===== config.mk =====
export PLATFORM = sky130hd
export DESIGN_NAME = halt_clock_sequencer
export DESIGN_NICKNAME = d
export VERILOG_FILES = /design/src/rtl/halt_seq_pkg.sv /design/src/rtl/hseq_tick_div.sv /design/src/rtl/hseq_start_cnt.sv /design/src/rtl/hseq_ctrl.sv /design/src/rtl/halt_clock_sequencer.sv
export SDC_FILE = /design/constraint.sdc
export NUM_CORES = 1
export LEC_CHECK = 0
export BUFFER_PORTS_ARGS = -buffer_cell sky130_fd_sc_hd__clkbuf_2
export CELL_PAD_IN_SITES_DETAIL_PLACEMENT = 1
export CELL_PAD_IN_SITES_GLOBAL_PLACEMENT = 2
export CORE_UTILIZATION = 38
export DETAILED_ROUTE_END_ITERATION = 8
export MAX_ROUTING_LAYER = met4
export PLACE_DENSITY_LB_ADDON = 0.1
export SYNTH_ARGS = -nofsm -noshare
export SYNTH_HDL_FRONTEND = slang
export SYNTH_SLANG_ARGS = --single-unit

===== constraint.sdc =====
create_clock -name clk -period 3.85 [get_ports clk]
set_clock_uncertainty 0.05 [all_clocks]
set_input_delay 0.385 -clock clk [delete_from_list [all_inputs] [get_ports clk]]
set_output_delay 0.385 -clock clk [all_outputs]
set_load 0.03 [all_outputs]

===== src/rtl/halt_seq_pkg.sv =====
package halt_seq_pkg;
  typedef enum logic [1:0] {
    ST_RUN  = 2'd0,
    ST_HALT = 2'd1,
    ST_WARM = 2'd2
  } hseq_state_e;
endpackage


===== src/rtl/hseq_tick_div.sv =====
module hseq_tick_div #(
  parameter int TICK_DIV = 10
) (
  input  logic clk,
  input  logic rst_n,
  input  logic clr,
  input  logic en,
  output logic tick
);
  localparam int DIV_W = (TICK_DIV > 1) ? $clog2(TICK_DIV) : 1;

  logic [DIV_W-1:0] div_q;

  assign tick = en && (div_q == DIV_W'(TICK_DIV - 1));

  always_ff @(posedge clk or negedge rst_n) begin
    if (!rst_n)      div_q <= '0;
    else if (clr)    div_q <= '0;
    else if (en)     div_q <= tick ? '0 : div_q + DIV_W'(1);
  end


  div_range_chk: assert property (@(posedge clk) disable iff (!rst_n)
    div_q < DIV_W'(TICK_DIV));
endmodule


===== src/rtl/hseq_start_cnt.sv =====
module hseq_start_cnt #(
  parameter int START_CNT = 256
) (
  input  logic clk,
  input  logic rst_n,
  input  logic load,
  input  logic tick,
  output logic done
);
  localparam int CNT_W = $clog2(START_CNT + 1);

  logic [CNT_W-1:0] cnt_q;

  assign done = tick && (cnt_q == CNT_W'(1));

  always_ff @(posedge clk or negedge rst_n) begin
    if (!rst_n)                      cnt_q <= CNT_W'(START_CNT);
    else if (load)                   cnt_q <= CNT_W'(START_CNT);
    else if (tick && cnt_q != '0)    cnt_q <= cnt_q - CNT_W'(1);
  end


  cnt_floor_chk: assert property (@(posedge clk) disable iff (!rst_n)
    tick |-> (cnt_q != '0));
endmodule


===== src/rtl/hseq_ctrl.sv =====
module hseq_ctrl
  import halt_seq_pkg::*;
(
  input  logic clk,
  input  logic rst_n,
  input  logic halt_wr,
  input  logic halt_wdata,
  input  logic cfg_wr,
  input  logic cfg_dly_en,
  input  logic wake,
  input  logic osc_rc,
  input  logic halt_dis,
  input  logic done,
  output logic halted,
  output logic warming,
  output logic core_clk_en,
  output logic osc_en,
  output logic halt_flag
);
  hseq_state_e state_q, state_d;
  logic dly_en_q;
  logic halt_req;
  logic need_dly;

  assign halt_req = halt_wr && halt_wdata && !halt_dis;
  assign need_dly = !osc_rc || dly_en_q;

  always_comb begin
    state_d = state_q;
    unique case (state_q)
      ST_RUN:  if (halt_req) state_d = ST_HALT;
      ST_HALT: if (wake)     state_d = need_dly ? ST_WARM : ST_RUN;
      ST_WARM: if (done)     state_d = ST_RUN;
      default:               state_d = ST_RUN;
    endcase
  end

  always_ff @(posedge clk or negedge rst_n) begin
    if (!rst_n) begin
      state_q  <= ST_RUN;
      dly_en_q <= 1'b0;
    end else begin
      state_q <= state_d;
      if (cfg_wr) dly_en_q <= cfg_dly_en;
    end
  end

  assign halted      = (state_q == ST_HALT);
  assign warming     = (state_q == ST_WARM);
  assign core_clk_en = (state_q == ST_RUN);
  assign osc_en      = (state_q != ST_HALT);
  assign halt_flag   = (state_q != ST_RUN);


  strap_blocks_halt_chk: assert property (@(posedge clk) disable iff (!rst_n)
    (halt_dis && state_q == ST_RUN) |=> (state_q == ST_RUN));

  idle_wake_chk: assert property (@(posedge clk) disable iff (!rst_n)
    (state_q == ST_RUN && !halt_wr) |=> (state_q == ST_RUN));

  halt_hold_chk: assert property (@(posedge clk) disable iff (!rst_n)
    (state_q == ST_HALT && !wake) |=> (state_q == ST_HALT));

  rc_fast_chk: assert property (@(posedge clk) disable iff (!rst_n)
    (state_q == ST_HALT && wake && osc_rc && !dly_en_q) |=> core_clk_en);

  release_clears_flag_chk: assert property (@(posedge clk) disable iff (!rst_n)
    (state_q == ST_WARM && done) |=> (core_clk_en && !halt_flag));
endmodule


===== src/rtl/halt_clock_sequencer.sv =====
module halt_clock_sequencer #(
  parameter int TICK_DIV  = 10,
  parameter int START_CNT = 256
) (
  input  logic clk,
  input  logic rst_n,
  input  logic halt_wr,
  input  logic halt_wdata,
  input  logic cfg_wr,
  input  logic cfg_dly_en,
  input  logic wake,
  input  logic osc_rc,
  input  logic halt_dis,
  output logic core_clk_en,
  output logic osc_en,
  output logic halt_flag
);
  logic halted;
  logic warming;
  logic tick;
  logic done;

  hseq_ctrl u_ctrl (
    .clk         (clk),
    .rst_n       (rst_n),
    .halt_wr     (halt_wr),
    .halt_wdata  (halt_wdata),
    .cfg_wr      (cfg_wr),
    .cfg_dly_en  (cfg_dly_en),
    .wake        (wake),
    .osc_rc      (osc_rc),
    .halt_dis    (halt_dis),
    .done        (done),
    .halted      (halted),
    .warming     (warming),
    .core_clk_en (core_clk_en),
    .osc_en      (osc_en),
    .halt_flag   (halt_flag)
  );

  hseq_tick_div #(.TICK_DIV(TICK_DIV)) u_div (
    .clk   (clk),
    .rst_n (rst_n),
    .clr   (halted),
    .en    (warming),
    .tick  (tick)
  );

  hseq_start_cnt #(.START_CNT(START_CNT)) u_cnt (
    .clk   (clk),
    .rst_n (rst_n),
    .load  (halted),
    .tick  (tick),
    .done  (done)
  );
endmodule


**After elaboration in Yosys (flattened, before gate mapping)**

Index checks and enable logic that the tools add are counted.

- Bits in registers: 16
- Input port bits: 9
- Output and inout port bits: 3
- Word-level logic and storage cells: 38

- Add/subtract/negate cells: 2
- Eq/ne operators: 8
- Multiplexer cells: 10
- Reduce and logical (&&, ||, !) cells: 14

Operators with widths:

| cell | count |
|---|---|
| $mux W9 | 2 |
| $mux W4 | 3 |
| $eq A9 B1 Y1 const B | 1 |
| $reduce_bool A9 Y1 | 1 |
| $sub A9 B1 Y9 const B | 1 |
| $mux W2 | 4 |
| $pmux W2 S3 | 1 |
| $reduce_bool A2 Y1 | 3 |
| $logic_and A1 B1 Y1 | 5 |
| $add A4 B1 Y4 const B | 1 |
| $eq A4 B4 Y1 const B | 1 |
| $ne A2 B1 Y1 const B | 2 |
| $ne A2 B2 Y1 const B | 2 |
| $reduce_and A3 Y1 | 1 |
| $eq A2 B1 Y1 const B | 1 |
| $eq A2 B2 Y1 const B | 1 |
| $logic_not A1 Y1 | 2 |
| $logic_not A2 Y1 | 1 |
| $logic_or A1 B1 Y1 | 1 |

**Logic depth before layout (Yosys ltp)**

Gate-level depths: netlist (run 1).

- Word-level depth: 5
- Gate-level depth with buffers: 7
- Gate-level depth less buffers: 6

**Modules after synthesis**

A second synthesis (run 1) with hierarchy kept.

- Cell total of the unflattened synthesis: 104
- Area, all modules: 970.9 sq um

By module, submodules not included:

| module | instances | cells an instance | area an instance (sq um) | sequential area each (sq um) |
|---|---|---|---|---|
| hseq_start_cnt | 1 | 63 | 571.8 | 226.5 |
| hseq_tick_div | 1 | 26 | 241.5 | 100.1 |
| hseq_ctrl | 1 | 15 | 157.7 | 75.1 |

**Worst setup path before layout (run 1)**

OpenSTA, ideal clock, no wires.

- Path kind: reg-to-reg
- Start: register u_ctrl.state_q[0]
- End: register u_cnt.cnt_q[6]
- Setup time: 0.078 ns
- Data arrival time: 1.615 ns
- Data required time: 3.722 ns
- Slack: 2.106 ns
- Cell stages (with the launch flop): 8
- Path buffers: 1
- Period minus slack after synthesis: 1.744 ns
- Cells stage by stage: dfrtp_1 -> inv_1 -> ha_1 -> and4b_1 -> buf_4 -> o2111ai_4 -> or4_1 -> a21oi_1

- Longest elaborated chain between the ends: 4
- Elaborated cells between the ends (all ways): 6
- Those cells by class: 2 x eq/ne; 1 x mux; 3 x reduce/logical

RTL lines:

| item | line | RTL |
|---|---|---|
| start, declared | hseq_ctrl.sv:20 | `hseq_state_e state_q, state_d;` |
| start signal, assigned | hseq_ctrl.sv:43 | `state_q <= state_d;` |
| $eq A2 B2 Y1 | hseq_ctrl.sv:49 | `assign warming = (state_q == ST_WARM);` |
| $logic_and A1 B1 Y1 | hseq_tick_div.sv:14 | `assign tick = en && (div_q == DIV_W'(TICK_DIV - 1));` |
| $logic_and A1 B1 Y1 | hseq_start_cnt.sv:19 | `else if (tick && cnt_q != '0) cnt_q <= cnt_q - CNT_W'(1);` |
| $reduce_bool A2 Y1 (no line) | -- |  |
| end signal, assigned | hseq_start_cnt.sv:17 | `if (!rst_n) cnt_q <= CNT_W'(START_CNT);` |
| end signal, assigned | hseq_start_cnt.sv:18 | `else if (load) cnt_q <= CNT_W'(START_CNT);` |
| end signal, assigned | hseq_start_cnt.sv:19 |  |
| end, declared | hseq_start_cnt.sv:12 | `logic [CNT_W-1:0] cnt_q;` |

Parallel ways exist; a longest one is shown, timed or not.
A chain may end at the register's enable or synchronous reset.

**Worst setup path in the final report (run 1)**

- Start: register u_ctrl.state_q[1]
- End: output port osc_en

- Longest elaborated chain between the ends: 1

RTL lines:

| item | line | RTL |
|---|---|---|
| $ne A2 B1 Y1 | hseq_ctrl.sv:51 | `assign osc_en = (state_q != ST_HALT);` |
| end, declared | halt_clock_sequencer.sv:15 | `output logic osc_en,` |

Every way passes these cells.

==> key figures, run 1 <==
Outcome
  – Status: finished, final reports clean

STA
  – Max-slew violations: 0
  – Worst-margin pin slew: about 0.68 ns
  – Endpoints failing hold: 0
  – Slew headroom: ~54%
  – Final setup viols: 0
  – RSZ-0062 raised after global routing: no
  – Fmax: between 0.4 and 0.5 GHz
  – Tmin final: roughly 2.1 ns
  – Period Utilization, post-route: a little over half
  – Setup_tns: 0 ns

Clock tree
  – Number of post-CTS setup repair buffers: 0
  – CTS tree: yes
  – Clock Tree Root: clkbuf_4
  – H-tree levels: 1
  – Sinks on Clock Net: 16
  – CTS clock-pin slew for the worst setup and hold paths: 0.10 ns
  – Num CTS Buffers: 3
  – Clock Latency Late Sink: just under 0.3 ns
  – Clock tree buffer depth: 2

Floorplan
  – Die ar.: 2790 µm²
  – # IOs: 12
  – FP Rows: 18
  – Core area: between 2000 and 2500 µm²
  – Die Y: around 53 µm
  – Chip Width: ~53 µm
  – Starting Density: between 30% and 40%

Worst hold path
  – Worst Hold Class: primary input to flop
  – Worst Hold Depth: 2
  – Hold_sp: cfg_dly_en
  – Worst Hold End: u_ctrl.dly_en_q

Synth
  – Adder-cell share of the synthesized area: ~10%
  – Number of synthesized flops with an enable pin: 0
  – Syn Nets: between 100 and 150
  – Compound-Gate Fraction of Synth Area: between 10% and 20%
  – Post-synth top cells: 15 x dfrtp_1, 9 x inv_1, 8 x ha_1
  – Most common cell in the netlist: dfrtp_1
  – Top post-synthesis cells by area: dfrtp_1 38%, ha_1 10%, inv_1 3.4%, dfstp_2 2.7%, nor2_1 2.7%
  – Synth area leader: dfrtp_1
  – Post-synth top area share: between 30% and 40%
  – Post-synthesis mux area share: under 10%
  – Largest family of logic cells by synthesized area: simple AND/OR/NAND/NOR gates
  – Xor/xnor share of the synthesized area: around 1.8%
  – Synthesis Warnings: 0
  – Sequential cell area fraction in the yosys report: roughly two fifths
  – Mean Syn Cell Area: slightly below 10 µm²
  – Cells after Synth: 100
  – Netlist cell types: 38
  – Synthesized area: slightly below 1000 µm²
  – Flops & latches, synth: 16
  – Dominant synthesized flop cell: dfrtp_1
  – Fraction of registers with async set/reset: between 90% and 100%
  – Post-synthesis simple-gate area fraction: roughly 22%

Layout
  – Antenna cell count: 0
  – Number of fill cells: 293
  – Final Util: between 40 and 50%
  – Final Cell Area: roughly 1100 µm²
  – Fin nets: roughly 130
  – Share of cells above drive strength 1: between 20% and 30%
  – Layout area overhead: 11.6%

GRT
  – Initial antenna violation count: 0
  – Vias in the first global route: slightly below 800
  – First-pass GRT wire length: 3520 µm
  – Total GRT Usage: ~18%
  – Largest net degree at the start of global routing: 17
  – GR Overflow Total: 0

Routing
  – Drt drc: 0
  – Total number of vias: between 700 and 800
  – Drt initial violations: 10
  – Initial DRT Pass Iterations: 4
  – DR vias/cell: approximately 5.4
  – DR WL/cell: approximately 15 µm
  – Post-route ant nets: 0
  – Final WL: 2110 µm

Pwr
  – Pwr dens: 575 nW/µm²
  – Max VDD drop: roughly 300 µV
  – Static leakage power: ~0.49 nW

Run
  – Max Cap Viol: 0

Placement
  – Hpwl dp: 1610 µm
  – GP Congestion: slightly below 0.8
  – Port Buffer Count: 11
  – DP Area: about 1100 µm²

Setup path
  – Worst EP required: about 3.4 ns
  – Setup crit end kind: primary output
  – R2R depth: 6
  – R2R setup slack: ~1.8 ns
  – Crit path launch type: flop
  – Worst R2R Start: u_ctrl.state_q[0]
  – CP Max Fanout: 13
  – CP Class: flop to primary output
  – Worst EP arrival: 1.63 ns
  – R2r endpoint: u_cnt.cnt_q[5]
[cell type report]
class | count | area (µm²) | share of cell area (%)
tap | 30 | 37.5 | 3.43
sequential | 16 | 402 | 36.7
clock buffer | 4 | 26.3 | 2.40
inverter | 9 | 33.8 | 3.09
timing repair buffer | 12 | 65.1 | 5.94
multi-input combinational | 72 | 531 | 48.5
[worst max path at each step]
| stage | startpoint | to | slack, ns | depth (start not counted) |
|---|---|---|---|---|
| after floorplan | u_ctrl.state_q[0] | u_cnt.cnt_q[6] | 2.11 | 7 |
| after global placement | u_cnt.cnt_q[4] | u_ctrl.state_q[0] | 1.88 | 3 |
| after detailed placement | u_cnt.cnt_q[4] | u_ctrl.state_q[0] | 1.84 | 3 |
| after CTS | u_ctrl.state_q[1] | osc_en | 1.73 | 4 |
| after global routing | u_ctrl.state_q[1] | osc_en | 1.64 | 4 |
| final | u_ctrl.state_q[1] | osc_en | 1.79 | 4 |
[placed cells by master, fill, tap and decap left out, types with 2 or more instances in the layout]
cell type and count:
nor2b_1 2, or3_1 3, nand2_1 6, nor2_1 7, clkbuf_2 11, nor3_1 2, mux2_2 2, nor4_1 2
o31ai_1 3, nand3_1 3, mux2i_1 2, ha_1 8, a21oi_1 5, dfrtp_1 15, inv_1 9, or3_2 2
o21ai_0 5, nand3b_1 2, clkbuf_4 3
[flip-flops by register name, indices dropped and copies added, names as in the netlist]
register,cells
u_cnt.cnt_q,9
u_ctrl.state_q,2
u_ctrl.dly_en_q,1
u_div.div_q,4
[routing by layer]
metal	GRT usage, %	wire, µm	up-vias	share of wire [%]
met5	-	0	-	0
met4	8.33	19	0	0.90
met3	2.90	30	2	1.4
met2	28.7	1040	3	49
met1	22.2	1020	385	48
li1	-	-	386	-
[timing repair]
| action | CTS | global route |
|---|---|---|
| hold buffers | 1 | 0 |
| hold endpoints to repair | 15 | 0 |
| gates resized for setup | 0 | 0 |
[stage by stage]
step	power (W)	instances	hold slack, ns	setup slack [ns]
6_report	0.000630	143	0.286	1.79
5_1_grt	0.000678	143	0.281	1.64
4_1_cts	0.000635	143	0.284	1.73
3_5_place_dp	0.000539	138	0.287	1.84
3_3_place_gp	0.000530	138	0.288	1.88
2_1_floorplan	0.000457	100	0.0394	2.11
[where the power goes]
group          switching [W]  internal (W)  leakage [nW]  total [W]
logic               0.000192      0.000106         0.258   0.000297
registers          0.0000328      0.000205         0.212   0.000237
clock network      0.0000554     0.0000402        0.0150  0.0000956
[cells by family (layout without fill, tap and decap cells)]
logic type / after synthesis / count (layout)
compound gates: 21 / 21
flops: 16 / 16
xor+xnor: 2 / 2
buf+inv: 12 / 25
fa+ha+maj: 8 / 8
simple gates: 37 / 37
mux: 4 / 4
[critical path, cell delays in order (launching register included)]
cell and delay, ns:
dfrtp_1 0.39, inv_1 0.10, ha_1 0.47, inv_1 0.16, clkbuf_2 0.22
No activity file was read; power rests on OpenSTA's default activity.
==> run 2: changes to the inputs <==
Settings changed: ABC_AREA set to 1, CORE_UTILIZATION 38 to 32.
Clock period 3.85 ns to 2 ns, I/O delays scaled along.
==> run 2 against run 1 <==
  * Core utilization shrank 5.7 points
  * Sequential power grew 92%
  * Largest cell class unchanged
  * Largest power group unchanged
  * Via count grew 19%
  * Power grew 120%
==> key figures, run 2 <==
Outcome
  – Status: finished, final reports clean

Synth
  – Most common cell in the netlist: nand2_1
  – Fraction of registers with async set/reset: 100% (unchanged)
  – Post-synth top cells: 36 x nand2_1, 18 x inv_1, 15 x dfrtp_1, 15 x nor2_1, 12 x nand3_1
  – Largest family of logic cells by synthesized area: simple AND/OR/NAND/NOR gates
  – Synthesis Warnings: 0 (unchanged)
  – Xor/xnor share of the synthesized area: 2.55% (+0.77 points)
  – Post-synthesis mux area share: 0.973% (-3.4 points)
  – Syn Nets: 154 (+32%)
  – Post-synthesis simple-gate area fraction: 34.7% (+13 points)
  – Post-synth top area share: 36.5% (-1.8 points)
  – Cells after Synth: 137 (+37%)
  – Adder-cell share of the synthesized area: 9.73% (-0.47 points)
  – Top post-synthesis cells by area: dfrtp_1 36%, nand2_1 13%, ha_1 9.7%, inv_1 6.6%, nand3_1 5.8%
  – Mean Syn Cell Area: 7.51 µm² (-23%)
  – Flops & latches, synth: 16 (unchanged)
  – Synthesized area: 1030 µm² (+4.8%)
  – Dominant synthesized flop cell: dfrtp_1
  – Netlist cell types: 22 (-42%)
  – Synth area leader: dfrtp_1
  – Number of synthesized flops with an enable pin: 0 (unchanged)
  – Compound-Gate Fraction of Synth Area: 4.74% (-11 points)
  – Sequential cell area fraction in the yosys report: 39.1% (-1.9 points)

Setup path
  – CP Max Fanout: 9 (-4)
  – CP Class: flop to primary output
  – Worst R2R Start: u_ctrl.state_q[1]
  – R2R setup slack: 0.35 ns (-1.48 ns)
  – Crit path launch type: flop
  – Worst EP arrival: 1.53 ns (-0.10 ns)
  – Setup crit end kind: primary output
  – R2R depth: 8 (+2)
  – R2r endpoint: u_cnt.cnt_q[6]
  – Worst EP required: 1.75 ns (-1.66 ns)

Pwr
  – Static leakage power: 0.610 nW (+26%)
  – Max VDD drop: 625 µV (+110%)
  – Pwr dens: 1150 nW/µm² (+100%)
  – Overall power: 0.00137 W (+120%)

Clock tree
  – CTS Hold Bufs: 1 (unchanged)
  – Number of post-CTS setup repair buffers: 0 (unchanged)
  – Clock Tree Root: clkbuf_4
  – Num CTS Buffers: 3 (unchanged)
  – Clock tree buffer depth: 2 (unchanged)
  – CTS tree: yes
  – Sinks on Clock Net: 16 (unchanged)
  – H-tree levels: 1 (unchanged)
  – PostCTS Resize Cnt: 0 (unchanged)
  – Clock Latency Late Sink: 0.29 ns (about the same)
  – CTS clock-pin slew for the worst setup and hold paths: 0.11 ns (about the same)

Routing
  – DR WL/cell: 12.3 µm (-17%)
  – Total number of vias: 926 (+19%)
  – Initial DRT Pass Iterations: 2 (-2)
  – Final WL: 2420 µm (+15%)
  – Post-route ant nets: 0 (unchanged)
  – Drt drc: 0 (unchanged)
  – Drt initial violations: 51 (+41)
  – DR vias/cell: 4.70 (-13%)

STA
  – Setup_tns: 0 ns (unchanged)
  – Worst-margin pin slew: 0.432 ns (-0.247 ns)
  – Endpoints failing hold: 0 (unchanged)
  – Final setup viols: 0 (unchanged)
  – Fmax: 0.561 GHz
  – RSZ-0062 raised after global routing: no
  – Max-slew violations: 0 (unchanged)
  – Slew headroom: 71.2% (+17 points)
  – Period Utilization, post-route: between 80% and 90%
  – Final hold slack: 0.0418 ns (-0.245 ns)
  – Tmin final: about 1.8 ns

Run
  – Max Cap Viol: 0 (unchanged)

Layout
  – Commonest non-fill, non-tap cell in the layout: nand2_1
  – Fin nets: 171 (+31%)
  – Share of cells above drive strength 1: 17.6% (-2.7 points)
  – Area of the multi-input gates: 542 µm² (+2.1%)
  – Number of fill cells: 389 (+33%)
  – Final Util: 38.9% (-5.7 points)
  – Commonest non-fill, non-tap cells in the layout: 36 x nand2_1, 18 x inv_1, 15 x nor2_1, 15 x dfrtp_1, 12 x nand3_1
  – Largest regs: u_cnt.cnt_q x9, u_div.div_q x4, u_ctrl.state_q x2
  – Max FFs per register: 9 (unchanged)
  – Register Area: 402 µm² (unchanged)
  – Reg with most FFs: u_cnt.cnt_q
  – Layout area overhead: 15.5%
  – Antenna cell count: 0 (unchanged)

Floorplan
  – Die Y: 58.7 µm (+11%)
  – FP Rows: 20 (+2)
  – # IOs: 12 (unchanged)
  – Starting Density: 33.7% (-6.3 points)
  – Chip Width: 58.7 µm (+11%)
  – Core area: 3050 µm² (+24%)
  – Die ar.: 3440 µm² (+24%)

GRT
  – Total GRT Usage: 18.3% (+0.27 points)
  – Initial antenna violation count: 0 (unchanged)
  – GR Overflow Total: 0 (unchanged)
  – Vias in the first global route: 990 (+25%)
  – First-pass GRT wire length: 4570 µm (+30%)
  – Largest net degree at the start of global routing: 17 (unchanged)

Worst hold path
  – Hold_sp: cfg_wr
  – Worst Hold Class: primary input to flop
  – Worst Hold End: u_ctrl.dly_en_q
  – Worst Hold Depth: 2 (unchanged)

Placement
  – Hpwl dp: 1900 µm (+18%)
  – GP Congestion: 0.799 (+2.0%)
  – Port Buffer Count: 11 (unchanged)
run 2: metal layers:
| metal | share of wire [%] | routed length, µm | up-vias | global-route usage, % |
|---|---|---|---|---|
| li1 | - | - | 468 | - |
| met1 | 46 | 1100 | 444 | 22.9 |
| met2 | 51 | 1230 | 10 | 30.0 |
| met3 | 1.9 | 45 | 4 | 1.98 |
| met4 | 1.6 | 38 | 0 | 7.82 |
| met5 | 0 | 0 | - | - |
run 2: worst max-delay path, cell delays in order, from the launching register on:
cell      delay [ns]
dfrtp_1         0.39
inv_1           0.07
ha_1            0.23
inv_1           0.28
clkbuf_2        0.27
run 2: metrics by stage:
stage                     instance area (µm²)  setup WS, ns  instances
after floorplan                          1030         0.635        137
after global placement                   1140         0.398        192
after detailed placement                 1140         0.352        192
after CTS                                1190         0.208        197
after global routing                     1190         0.109        197
final                                    1190         0.219        197
run 2: worst max-delay path by stage:
stage | from | to | slack [ns] | cells past startpoint
after detailed placement | u_ctrl.state_q[1] | u_cnt.cnt_q[6] | 0.35 | 8
after global routing | u_ctrl.state_q[1] | osc_en | 0.11 | 4
after floorplan | u_cnt.cnt_q[0] | u_cnt.cnt_q[0] | 0.63 | 9
after global placement | u_ctrl.state_q[1] | u_cnt.cnt_q[4] | 0.40 | 8
after CTS | u_ctrl.state_q[1] | osc_en | 0.21 | 4
final | u_ctrl.state_q[1] | osc_en | 0.22 | 4
run 2: area by class of cell:
class                      count  share of cell area [%]
clock buffer                   4                    3.06
multi-input combinational     99                    45.6
timing repair buffer          13                    6.11
inverter                      21                    6.74
sequential                    16                    33.8
tap                           44                    4.64
run 2: logic make-up after synthesis:
kind of cell,Yosys count
simple gates,78
buf+inv,22
flops,16
compound gates,9
fa+ha+maj,8
xor+xnor,3
mux,1
run 2: where the power goes:
| group | internal, W | leakage, nW | total (W) | switching (W) |
|---|---|---|---|---|
| logic | 0.000230 | 0.378 | 0.000689 | 0.000459 |
| clock network | 0.000111 | 0.0210 | 0.000228 | 0.000117 |
| registers | 0.000394 | 0.210 | 0.000454 | 0.0000599 |
==> run 3: changes to the inputs <==
Settings changed: ABC_AREA 1 to unset, CELL_PAD_IN_SITES_DETAIL_PLACEMENT 1 to 0, CELL_PAD_IN_SITES_GLOBAL_PLACEMENT 2 to 1, CORE_UTILIZATION 32 to 40.
==> run 3 against run 2 <==
  * Sequential cell count unchanged
  * Clock-buffer cell count unchanged
  * Die area down 23%
  * Wire length down 21%
  * Combinational power down 11%
  * Power down 9.1%
  * Final cell count down 26%
  * Global-route usage down 2.0 points
  * Via count down 17%
  * Hold slack better by 0.066 ns
  * First-iteration DRC count down 55%
  * Sequential share of layout area up 1.5 points
  * Critical path type is now flop to flop
  * Highest routed layer unchanged
==> key figures, run 3 (same netlist as run 1, synthesis figures left out) <==
Layout
  – Layout area overhead: 15.9%
  – Reg with most FFs: u_cnt.cnt_q
  – Max FFs per register: 9 (unchanged)
  – Largest regs: u_cnt.cnt_q x9, u_div.div_q x4, u_ctrl.state_q x2
  – Commonest non-fill, non-tap cells in the layout: 15 x dfrtp_1, 11 x clkbuf_2, 8 x inv_1
  – Fin nets: 135 (-21%)
  – Share of cells above drive strength 1: 25.6% (+8.0 points)
  – Commonest non-fill, non-tap cell in the layout: dfrtp_1
  – Antenna cell count: 0 (unchanged)
  – Final Cell Area: 1140 µm² (-4.2%)
  – Non-filler instance count after layout: 145 (-26%)
  – Number of fill cells: 222 (-43%)

Routing
  – Post-route ant nets: 0 (unchanged)
  – Total number of vias: 769 (-17%)
  – Metal3 WL: 50 µm (+11%)
  – Drt initial violations: 23 (-55%)
  – Initial DRT Pass Iterations: 4 (+2)
  – DR WL met2: 927 µm (-25%)
  – Top layer in use: met4
  – Drt drc: 0 (unchanged)
  – DR WL/cell: 13.2 µm (+7.5%)
  – Met1 WL: 924 µm (-16%)
  – Final WL: 1910 µm (-21%)
  – DR vias/cell: 5.30 (+13%)

GRT
  – Vias in the first global route: 699 (-29%)
  – Initial antenna violation count: 0 (unchanged)
  – Total GRT Usage: 16.3% (-2.0 points)
  – First-pass GRT wire length: 3130 µm (-31%)
  – Largest net degree at the start of global routing: 17 (unchanged)
  – GR Overflow Total: 0 (unchanged)

Pwr
  – Static leakage power: 0.504 nW (-17%)
  – Max VDD drop: 872 µV (+40%)
  – Pwr dens: 1100 nW/µm² (-5.1%)

Clock tree
  – H-tree levels: 1 (unchanged)
  – Clock Latency Late Sink: 0.28 ns (about the same)
  – Sinks on Clock Net: 16 (unchanged)
  – CTS tree: yes
  – Clock tree buffer depth: 2 (unchanged)
  – Clock Tree Root: clkbuf_4
  – Num CTS Buffers: 3 (unchanged)
  – CTS clock-pin slew for the worst setup and hold paths: 0.09 ns (-0.02 ns)

STA
  – RSZ-0062 raised after global routing: no
  – Slew headroom: 72.4% (+1.2 points)
  – Period Utilization, post-route: 94.8% (+5.8 points)
  – Tmin final: 1.90 ns (+0.115 ns)
  – Endpoints failing hold: 0 (unchanged)
  – Setup_tns: 0 ns (unchanged)
  – Worst-margin pin slew: 0.408 ns (-0.0238 ns)
  – Final setup viols: 0 (unchanged)
  – Max-slew violations: 0 (unchanged)
  – Fmax: 0.527 GHz (-6.1%)
  – Final worst slack: 0.104 ns (-0.115 ns)
  – Final hold slack: 0.107 ns (+0.0656 ns)

Placement
  – Port Buffer Count: 11 (unchanged)
  – Hpwl dp: 1430 µm (-25%)
  – Setup WS pre-CTS: 0.000233 ns (-0.352 ns)
  – GP Congestion: 0.778 (-2.7%)
  – Placed cells: 138 (-28%)
  – DP Area: 1070 µm² (-6.1%)

Setup path
  – CP Max Fanout: 6 (-3)
  – Crit path launch type: flop
  – Setup crit end kind: flop
  – Worst EP arrival: 2.06 ns (+0.53 ns)
  – Worst EP required: 2.16 ns (+0.41 ns)
  – CP Class: flop to flop

Floorplan
  – FP Rows: 17 (-15%)
  – Core area: 2250 µm² (-26%)
  – Die ar.: 2650 µm² (-23%)
  – Die Y: 51.5 µm (-12%)
  – # IOs: 12 (unchanged)
  – Starting Density: 43.5% (+9.8 points)
  – Chip Width: 51.5 µm (-12%)

Worst hold path
  – Worst Hold Class: primary input to flop

Run
  – Max Cap Viol: 0 (unchanged)

Outcome
  – Status: finished, final reports clean
-- run 3: through the flow --
step | power (W) | util (%)
floorplan | 0.000879 | -
global placement | 0.00104 | 47.5
detailed placement | 0.00105 | 47.5
CTS | 0.00123 | 49.2
global route | 0.00134 | 50.4
finish | 0.00125 | 50.4
-- run 3: worst max-delay path: stages (launching register included) --
cell and delay, ns:
dfrtp_1 0.41, inv_2 0.08, ha_2 0.19, and4b_2 0.34, o2111ai_4 0.18, or4_1 0.43
a21oi_1 0.15
-- run 3: cell type report --
| type | instances | area, µm² | area share [%] |
|---|---|---|---|
| clock buffers | 4 | 26.3 | 2.31 |
| repair buffers | 16 | 95.1 | 8.36 |
| multi-input cells | 72 | 546 | 48.0 |
| inverters | 9 | 33.8 | 2.97 |
| flip-flops and latches | 16 | 402 | 35.3 |
| well taps | 28 | 35.0 | 3.08 |
-- run 3: per-layer routing --
| metal | vias to the layer above | track usage [%] |
|---|---|---|
| li1 | 393 | - |
| met1 | 358 | 21.5 |
| met2 | 16 | 25.5 |
| met3 | 2 | 1.75 |
| met4 | 0 | 7.21 |
| met5 | - | - |
-- run 3: what timing repair did --
action	CTS	global route
gates resized for setup	1	3
setup buffers	0	2
hold buffers	1	0
hold endpoints to repair	15	0
pin swaps	0	2
gates cloned	0	0
endpoints found under the setup margin	2	3
-- run 3: final timing paths --
check                                  startpoint               to  slack (ns)  depth (start not counted)
worst max-delay path            u_ctrl.state_q[0]   u_cnt.cnt_q[6]        0.10                          6
worst min-delay path                   cfg_dly_en  u_ctrl.dly_en_q        0.11                          2
worst max register to register  u_ctrl.state_q[0]   u_cnt.cnt_q[6]        0.10                          6
worst min register to register    u_ctrl.dly_en_q  u_ctrl.dly_en_q        0.48                          1
max in group asynchronous                   rst_n   u_cnt.cnt_q[8]        1.26                          2
min in group asynchronous                   rst_n   u_cnt.cnt_q[0]        0.32                          2
-- run 3: power breakdown --
part           leakage, nW  total [W]  internal (W)  switching (W)
sequential           0.212   0.000458      0.000394      0.0000642
clock               0.0150   0.000176     0.0000773      0.0000988
combinational        0.277   0.000612      0.000234       0.000378
